### src/rtl/sz_pkg.sv
package sz_pkg;
    localparam int DATA_W = 16;
    localparam int BYTE_W = 8;
    localparam int CFG_W  = 16;
    localparam logic [CFG_W-1:0] CFG_RESET = 16'h069F;
    localparam logic [CFG_W-1:0] CFG_MASK  = 16'h07FF;

    // Packed so that the struct maps onto register bits [10:0].
    typedef struct packed {
        logic       ipst;
        logic       ipre;
        logic       fre;
        logic       bw;
        logic       wbr;
        logic       rbe;
        logic [1:0] hold;
        logic [2:0] wait_n;
    } tim_t;

    typedef enum logic [2:0] {
        S_IDLE,
        S_GAP,
        S_T1,
        S_STRB,
        S_HOLD,
        S_DONE
    } st_t;

    function automatic tim_t to_tim(input logic [CFG_W-1:0] r);
        return tim_t'(r[10:0]);
    endfunction
endpackage

### src/rtl/sz_cfg_reg.sv
module sz_cfg_reg
    import sz_pkg::*;
(
    input  logic             clk,
    input  logic             rst_n,
    input  logic             we,
    input  logic [CFG_W-1:0] wdata,
    output logic [CFG_W-1:0] rdata,
    output tim_t             tim
);
    logic [CFG_W-1:0] cfg_d, cfg_q;

    always_comb begin
        cfg_d = cfg_q;
        if (we) cfg_d = wdata & CFG_MASK;
    end

    always_ff @(posedge clk or negedge rst_n) begin
        if (!rst_n) cfg_q <= CFG_RESET;
        else        cfg_q <= cfg_d;
    end

    assign rdata = cfg_q;
    assign tim   = to_tim(cfg_q);
endmodule

### src/rtl/sz_zone_track.sv
module sz_zone_track #(
    parameter int ZONE_W = 3
) (
    input  logic              clk,
    input  logic              rst_n,
    input  logic              accept,
    input  logic [ZONE_W-1:0] zone,
    input  logic              ipre,
    input  logic              ipst,
    output logic [1:0]        gaps
);
    typedef struct packed {
        logic [ZONE_W-1:0] zone;
        logic              post;
    } trk_t;

    trk_t trk_d, trk_q;
    logic change;

    always_comb begin
        change = (zone != trk_q.zone);
        gaps   = change ? ({1'b0, ipre} + {1'b0, trk_q.post}) : 2'd0;
        trk_d  = trk_q;
        if (accept) begin
            trk_d.zone = zone;
            trk_d.post = ipst;
        end
    end

    always_ff @(posedge clk or negedge rst_n) begin
        if (!rst_n) trk_q <= '0;
        else        trk_q <= trk_d;
    end
endmodule

### src/rtl/sz_seq.sv
module sz_seq
    import sz_pkg::*;
#(
    parameter int ADDR_W = 16
) (
    input  logic              clk,
    input  logic              rst_n,
    input  logic              req_valid,
    input  logic              req_write,
    input  logic              req_word,
    input  logic [ADDR_W-1:0] req_addr,
    input  logic [DATA_W-1:0] req_wdata,
    input  tim_t              tim,
    input  logic [1:0]        gaps,
    output logic              accept,
    output logic              done,
    output logic [DATA_W-1:0] rdata,
    output logic              bus_sel,
    output logic [ADDR_W-1:0] bus_addr,
    output logic [DATA_W-1:0] bus_wdata,
    output logic              bus_narrow,
    output logic              bus_rd,
    output logic              bus_wr,
    input  logic [DATA_W-1:0] bus_rdata
);
    localparam logic [ADDR_W-1:0] ONE = {{(ADDR_W-1){1'b0}}, 1'b1};

    typedef struct packed {
        st_t               st;
        logic [2:0]        cnt;
        logic [ADDR_W-1:0] addr;
        logic              write;
        logic              word;
        logic              fast;
        logic              burst;
        logic              split;
        logic              phase;
        logic              bw;
        logic              wbr;
        logic [1:0]        hold;
        logic [2:0]        wait_n;
        logic [DATA_W-1:0] wdata;
        logic [DATA_W-1:0] rdata;
    } seq_t;

    seq_t q, n;
    logic unit_end;
    logic fast_in;

    always_comb begin
        n        = q;
        accept   = 1'b0;
        unit_end = 1'b0;
        fast_in  = tim.fre & ~req_write;
        case (q.st)
            S_IDLE: begin
                if (req_valid) begin
                    accept   = 1'b1;
                    n.write  = req_write;
                    n.word   = req_word;
                    n.fast   = fast_in;
                    n.split  = req_word & ~tim.bw;
                    n.burst  = ~fast_in & ~req_write & req_word & ~tim.bw & tim.rbe;
                    n.bw     = tim.bw;
                    n.wbr    = tim.wbr;
                    n.hold   = tim.hold;
                    n.wait_n = tim.wait_n;
                    n.addr   = req_word ? {req_addr[ADDR_W-1:1], 1'b0} : req_addr;
                    n.phase  = 1'b0;
                    n.wdata  = req_wdata;
                    n.rdata  = '0;
                    if (gaps != 2'd0) begin
                        n.st  = S_GAP;
                        n.cnt = {1'b0, gaps - 2'd1};
                    end else begin
                        n.st  = fast_in ? S_STRB : S_T1;
                        n.cnt = '0;
                    end
                end
            end
            S_GAP: begin
                if (q.cnt == '0) n.st = q.fast ? S_STRB : S_T1;
                else             n.cnt = q.cnt - 3'd1;
            end
            S_T1: begin
                n.st  = S_STRB;
                n.cnt = q.wait_n;
            end
            S_STRB: begin
                if (q.cnt != '0) begin
                    n.cnt = q.cnt - 3'd1;
                end else begin
                    if (!q.write) begin
                        if (q.split) begin
                            if (q.phase) n.rdata[DATA_W-1:BYTE_W] = bus_rdata[BYTE_W-1:0];
                            else         n.rdata[BYTE_W-1:0]      = bus_rdata[BYTE_W-1:0];
                        end else if (q.word) begin
                            n.rdata = bus_rdata;
                        end else begin
                            n.rdata = {{(DATA_W-BYTE_W){1'b0}}, bus_rdata[BYTE_W-1:0]};
                        end
                    end
                    if (q.burst && !q.phase) begin
                        n.phase = 1'b1;
                        n.addr  = q.addr + ONE;
                        n.cnt   = {2'b00, q.wbr};
                    end else if (!q.fast && q.hold != 2'd0) begin
                        n.st  = S_HOLD;
                        n.cnt = {1'b0, q.hold - 2'd1};
                    end else begin
                        unit_end = 1'b1;
                    end
                end
            end
            S_HOLD: begin
                if (q.cnt == '0) unit_end = 1'b1;
                else             n.cnt = q.cnt - 3'd1;
            end
            S_DONE: n.st = S_IDLE;
            default: n.st = S_IDLE;
        endcase

        if (unit_end) begin
            if (q.split && !q.burst && !q.phase) begin
                n.phase = 1'b1;
                n.addr  = q.addr + ONE;
                n.st    = q.fast ? S_STRB : S_T1;
                n.cnt   = '0;
            end else begin
                n.st = S_DONE;
            end
        end
    end

    always_ff @(posedge clk or negedge rst_n) begin
        if (!rst_n) q <= '0;
        else        q <= n;
    end

    always_comb begin
        bus_sel    = (q.st == S_T1) || (q.st == S_STRB) || (q.st == S_HOLD);
        bus_rd     = (q.st == S_STRB) && !q.write;
        bus_wr     = (q.st == S_STRB) && q.write;
        bus_addr   = q.addr;
        bus_narrow = !(q.word && q.bw);
        if (q.split)
            bus_wdata = {{(DATA_W-BYTE_W){1'b0}},
                         q.phase ? q.wdata[DATA_W-1:BYTE_W] : q.wdata[BYTE_W-1:0]};
        else if (q.word)
            bus_wdata = q.wdata;
        else
            bus_wdata = {{(DATA_W-BYTE_W){1'b0}}, q.wdata[BYTE_W-1:0]};
        done  = (q.st == S_DONE);
        rdata = q.rdata;
    end
endmodule

### src/rtl/static_zone_seq.sv
module static_zone_seq #(
    parameter int ADDR_W = 16,
    parameter int ZONE_W = 3
) (
    input  logic              clk,
    input  logic              rst_n,
    input  logic              cfg_we,
    input  logic [15:0]       cfg_wdata,
    output logic [15:0]       cfg_rdata,
    input  logic              req_valid,
    input  logic              req_write,
    input  logic              req_word,
    input  logic [ADDR_W-1:0] req_addr,
    input  logic [ZONE_W-1:0] req_zone,
    input  logic [15:0]       req_wdata,
    output logic              done,
    output logic [15:0]       rdata,
    output logic              bus_sel,
    output logic [ADDR_W-1:0] bus_addr,
    output logic [15:0]       bus_wdata,
    output logic              bus_narrow,
    output logic              bus_rd,
    output logic              bus_wr,
    input  logic [15:0]       bus_rdata
);
    sz_pkg::tim_t tim;
    logic [1:0]   gaps;
    logic         accept;

    sz_cfg_reg u_cfg (
        .clk   (clk),
        .rst_n (rst_n),
        .we    (cfg_we),
        .wdata (cfg_wdata),
        .rdata (cfg_rdata),
        .tim   (tim)
    );

    sz_zone_track #(.ZONE_W(ZONE_W)) u_trk (
        .clk    (clk),
        .rst_n  (rst_n),
        .accept (accept),
        .zone   (req_zone),
        .ipre   (tim.ipre),
        .ipst   (tim.ipst),
        .gaps   (gaps)
    );

    sz_seq #(.ADDR_W(ADDR_W)) u_seq (
        .clk        (clk),
        .rst_n      (rst_n),
        .req_valid  (req_valid),
        .req_write  (req_write),
        .req_word   (req_word),
        .req_addr   (req_addr),
        .req_wdata  (req_wdata),
        .tim        (tim),
        .gaps       (gaps),
        .accept     (accept),
        .done       (done),
        .rdata      (rdata),
        .bus_sel    (bus_sel),
        .bus_addr   (bus_addr),
        .bus_wdata  (bus_wdata),
        .bus_narrow (bus_narrow),
        .bus_rd     (bus_rd),
        .bus_wr     (bus_wr),
        .bus_rdata  (bus_rdata)
    );
endmodule

### config.mk
export PLATFORM = sky130hd
export DESIGN_NAME = static_zone_seq
export DESIGN_NICKNAME = d
export VERILOG_FILES = /design/src/rtl/sz_pkg.sv /design/src/rtl/sz_cfg_reg.sv /design/src/rtl/sz_zone_track.sv /design/src/rtl/sz_seq.sv /design/src/rtl/static_zone_seq.sv
export SDC_FILE = /design/constraint.sdc
export NUM_CORES = 1
export LEC_CHECK = 0
export ABC_AREA = 1
export BUFFER_PORTS_ARGS = -buffer_cell sky130_fd_sc_hd__buf_2
export CAP_MARGIN = 20
export CORE_UTILIZATION = 30
export CTS_BUF_LIST = sky130_fd_sc_hd__clkbuf_4 sky130_fd_sc_hd__clkbuf_8
export CTS_CLUSTER_SIZE = 20
export DETAILED_ROUTE_END_ITERATION = 6
export PLACE_DENSITY = 0.55
export RECOVER_POWER = 100
export SLEW_MARGIN = 10
export SYNTH_ARGS = -nofsm -noshare
export SYNTH_HDL_FRONTEND = slang
export SYNTH_SLANG_ARGS = --single-unit
### constraint.sdc
create_clock -name clk -period 1.8 [get_ports clk]
set_input_delay 0.36 -clock clk [delete_from_list [all_inputs] [get_ports clk]]
set_output_delay 0.36 -clock clk [all_outputs]
set_load 0.03 [all_outputs]
* After elaboration in Yosys (flattened, before gate mapping) *
Index checks and enable logic that the tools add are counted.

storage, ports and cells
  bits in latches = 0
  memories = 0
  register bits = 82
  ROM bits = 0
  word-level logic and storage cells = 118
  output and inout bits = 69
  input port bits = 73
  RAM bits = 0

operators by class
  shift operators = 0
  div/mod/pow operators = 0
  muxes and demuxes = 43
  add/sub/neg operators = 5
  equal/unequal tests = 17
  reduce and logical (&&, ||, !) cells = 25
  multipliers = 0
  $lt $le $gt $ge = 0
  bitwise operators = 9

operators by type and width
  operator                                       number
  two-way mux 16 bit                             8
  two-way mux 67 bit                             1
  one-hot mux 16 bit (2 select lines)            2
  two-way mux 8 bit                              3
  two-way mux 22 bit                             1
  two-way mux 3 bit                              7
  two-way mux 19 bit                             1
  adder 16 x 1 -> 16 bit, second input constant  1
  one-hot mux 3 bit (5 select lines)             1
  two-way mux 1 bit                              13
  two-way mux 6 bit                              2
  one-hot mux 3 bit (4 select lines)             1
  AND reduction 5 bit                            2
  != test 3 x 2 -> 1 bit, second input constant  3
  logical AND 1 bit                              7
  AND 1 bit                                      6
  == test 3 x 2 -> 1 bit, second input constant  2
  == test 3 bit, second input constant           2
  logical NOT 3 bit                              2
  != test 2 bit, second input constant           3
  != test 3 x 1 -> 1 bit, second input constant  2
  != test 3 bit, second input constant           2
  AND reduction 6 bit                            1
  nonzero test 2 bit                             3
  other kinds (14)                               23

* Longest topological paths before layout *
  depth in word-level cells = 11
  gate-level depth with buffers = 11
  mapped depth without buffers = 11

* Modules after synthesis *
A second synthesis with hierarchy kept.

unflattened totals
  cells, all modules = 692
  area total of the unflattened synthesis = 5052.3 um^2

modules (own cells, without submodules)
  module         area an instance (um^2)  instances  seq. area each (um^2)  cells each
  sz_seq         4277.9                   1          1676.6                 601
  sz_cfg_reg     555.5                    1          285.3                  64
  sz_zone_track  219.0                    1          100.1                  27

* Worst setup path before layout *
No wires, ideal clock.

  path type = flip-flop to output port
  from = reg u_seq.q[40] in the netlist's numbering
  to = out bus_wdata[10]
  data arrival time = 1.543 ns
  buffers on the path = 1
  setup slack = -0.103 ns
  data required time = 1.440 ns
  cell stages (with the launch flop) = 5
  path through = dfrtp_1 -> clkbuf_1 -> nor2_1 -> inv_1 -> nor2_1

on the way
  word-level cells in the longest chain between the ends = 1

RTL lines
  element                   RTL line               source
  start: declaration        sz_seq.sv:46           seq_t q, n;
  start signal: assignment  sz_seq.sv:137          else q <= n;
  two-way mux 16 bit        sz_seq.sv:146          if (q.split)
  end: declaration          static_zone_seq.sv:20  output logic [15:0] bus_wdata,

No other way between the ends.

* Worst setup path after layout *
  from = reg u_seq.q[66] in the netlist's numbering
  to = out bus_sel

on the way
  word-level cells in the longest chain between the ends = 3
  elaborated cells on any way between the ends = 5
  classes of those cells = eq/ne: 3; reduce/logical: 2

RTL lines
  element                 RTL line               source
  == test 3 x 2 -> 1 bit  sz_seq.sv:141          bus_sel = (q.st == S_T1) || (q.st == S_STRB) || (q.st == S_HOLD);
  logical OR 1 bit        sz_seq.sv:141
  logical OR 1 bit *      sz_seq.sv:141
  end: declaration        static_zone_seq.sv:18  output logic bus_sel,

Mark *: on every way between the ends. The rest lies on a longest branch, timed or not.

==> flow_metrics.env <==
export IMPL_outcome="finished, final reports clean"
export IMPL_grt_first_pass_wirelength_um=20100
export IMPL_hold_path_class="input port to register"
export IMPL_fin_setup_tns_ns=0
export IMPL_wl_met1_um=5740
export IMPL_p_leak_uw=0.00299
export IMPL_worst_pin_slew_ns=1.12
export IMPL_grt_antenna_before_repair=0
export IMPL_finalHoldViolations=0
export IMPL_drc_errors=0
export IMPL_max_cap_violations=0
export IMPL_hold_start="req_wdata[5]"
export IMPL_gp_congestion=0.811
export IMPL_cts_tree="yes"
export IMPL_top_layer_used="met4"
export IMPL_whs_ns=0.172
export IMPL_seq_area_frac_synth_pct=43.6
export IMPL_diodes=0
export IMPL_max_vdd_ir_drop_uv=691
export IMPL_timing_rr_end="u_seq.rdata[1]"
export IMPL_grt_overflow=0
export IMPL_dr_first_iter_drc_count=176
export IMPL_wire_per_inst_um=12.7
export IMPL_synth_cell_types=37
export IMPL_cts_buffers=9
export IMPL_syn_avg_cell_area_um2=7.48
export IMPL_setup_viol=0
export IMPL_grt_max_degree=83
export IMPL_period_needed_ns=1.79
export IMPL_dpl_hpwl_um=8800
export IMPL_hold_depth=3
export IMPL_syn_area_um2=4730
export IMPL_syn2layout_area_growth_pct=28.0
export IMPL_slew_headroom_pct=25.4
export IMPL_total_power_uw=10300
export IMPL_initial_core_util_pct=30.9
export IMPL_worstReg2RegStart="u_seq.q[61]"
export IMPL_yosys_warnings=0
export IMPL_clock_path_buffers=2
export IMPL_synthTopCellsByArea="dfrtp_1 (39%), nand2_1 (15%), o21ai_0 (7.6%), buf_4 (6.8%), inv_1 (6.0%)"
export IMPL_first_global_vias=4049
export IMPL_die_area_um2=16300
export IMPL_slew_viol_final=0
export IMPL_r2r_slack_ns=0.08
export IMPL_critical_path_class="register to output pin"
export IMPL_syn_instance_count=632
export IMPL_period_share_pct=99.7
export IMPL_num_rows=45
export IMPL_grt_setup_unrepaired="yes"
export IMPL_yosys_area_top_type="dfrtp_1"
export IMPL_clk_latency_ns=0.38
export IMPL_worstSetupStartpointType="register"
export IMPL_critPathArrivalTime_ns=1.43
export IMPL_route_met2_wl_um=5970
export IMPL_wl_met3_um=582
export IMPL_core_area_um2=15300
export IMPL_final_area_um2=6050
export IMPL_yosysTopAreaCellShare_pct=39.2
export IMPL_io_pins=142
export IMPL_min_to="u_seq.q[21]"
export IMPL_dieHeight_um=128
export IMPL_cts_root_buf="clkbuf_8"
export IMPL_port_buffers=131
export IMPL_drive_gt1_share_pct=27.0
export IMPL_ant_nets=0
export IMPL_cts_sinks=82
export IMPL_fmax_mhz=557
export IMPL_first_pass_iters=5
export IMPL_placed_area_um2=5520
export IMPL_h_tree_depth=3
export IMPL_cp_end_kind="output pin"
export IMPL_track_usage_pct=15.8
export IMPL_powerDensity_nw_per_um2=1700
export IMPL_crit_fanout=4
export IMPL_totalWireLength_um=12500
export IMPL_reg2reg_depth=10
export IMPL_clk_pin_slew_ns=0.09
export IMPL_final_nets=847
export IMPL_ys_seq_elements=82
export IMPL_required_ns=1.44
export IMPL_die_x_um=128
export IMPL_fin_skew_ns=0.00804
export IMPL_vias_per_cell=4.44
export IMPL_vias=4369
## power breakdown
group / internal, µW / switching (µW) / leakage (µW) / total, µW
clock network: 540 / 785 / 0.0000986 / 1320
logic: 2260 / 3660 / 0.00185 / 5930
registers: 2520 / 515 / 0.00103 / 3030
total: 5320 / 4960 / 0.00299 / 10300
## how the worst max path moves through the flow
stage | start | endpoint | slack (ns)
after floorplan | u_seq.q[40] | bus_wdata[10] | -0.10
after global placement | u_seq.q[61] | u_seq.bus_addr[1] | 0.11
after detailed placement | u_seq.q[61] | u_seq.bus_addr[14] | 0.10
after CTS | u_seq.q[64] | done | -0.05
after global routing | u_seq.q[66] | bus_sel | -0.06
final | u_seq.q[66] | bus_sel | 0.006
## cells in the mapped netlist (all sizes together)
library cell / instances
conb: 1
nor3: 8
o21a: 1
a31oi: 1
nand4: 4
dfstp: 8
o2111ai: 1
nand2: 194
a22oi: 8
a21oi: 9
o21ai: 81
nand3: 42
xor2: 3
inv: 77
nor2: 46
o21bai: 1
mux2: 2
a21boi: 2
dfrtp: 74
xnor2: 5
buf: 50
clkbuf: 8
or2: 1
ha: 5
## per-layer routing
metal  track usage [%]  vias to the layer above
li1                  -                     2240
met1              20.4                     1991
met2              25.8                      125
met3              3.39                       13
met4              6.09                        0
met5                 0                        -
## placed cells by master (no fill, tap or decap), types with 3 or more instances in the layout
cell / n
nand2_1: 179
inv_1: 72
buf_2: 72
dfrtp_1: 71
o21ai_0: 59
buf_4: 45
clkbuf_1: 43
nor2_1: 41
nand3_1: 38
nand2_2: 14
o21ai_1: 13
clkbuf_8: 9
o21ai_2: 8
a22oi_1: 8
a21oi_1: 7
buf_6: 7
dfstp_2: 6
xnor2_1: 5
nor3_1: 5
conb_1: 5
buf_12: 5
inv_2: 4
nand4_1: 4
ha_1: 4
nor2_4: 3
nand3_2: 3
xor2_1: 3
inv_6: 3
dfrtp_2: 3
## sequential cells by signal, indices dropped and copies added (netlist names)
| signal | count |
|---|---|
| u_seq.q | 35 |
| u_seq.bus_addr | 16 |
| u_seq.rdata | 16 |
| u_cfg.rdata | 11 |
| u_trk.trk_q | 4 |
## layout make-up
type	instances	area, µm²
clock inverter	7	66.3
tap	211	264
timing repair buffer	180	1140
multi-input combinational	419	2100
sequential	82	2070
fill	1671	9260
inverter	77	292
clock buffer	9	124
## metrics by stage
| step | cells | worst slack (ns) | utilization (%) |
|---|---|---|---|
| 4_1_cts | 969 | -0.0476 | 38.1 |
| 2_1_floorplan | 636 | -0.103 | - |
| 6_report | 985 | 0.00557 | 39.5 |
| 5_1_grt | 985 | -0.0589 | 39.5 |
| 3_3_place_gp | 944 | 0.115 | 36.1 |
| 3_5_place_dp | 944 | 0.104 | 36.1 |
## worst max-delay path, cell delays in order, from the launching register on
cell     delay [ns]
dfrtp_1        0.42
buf_4          0.15
buf_4          0.13
nand2_2        0.11
nand2_1        0.09
buf_4          0.17
## timing repair
action	4_1_cts	5_1_grt
buffers inserted	8	14
endpoints found under the setup margin	20	27
gates cloned	1	2
gates resized for setup	29	54
hold buffers	0	0
pin swaps	2	6
## cells by family after synthesis
logic type,Yosys count,synth area share (%)
AO/OA/AOI/OAI,104,12.1
XOR/XNOR,8,1.48
adder cells (fa/ha/maj),5,1.32
buffers and inverters,135,14.6
flip-flops,82,43.6
multiplexers,2,0.476
other,1,0.0793
AND/OR/NAND/NOR,295,26.4
(Power assumes the default switching activity.)
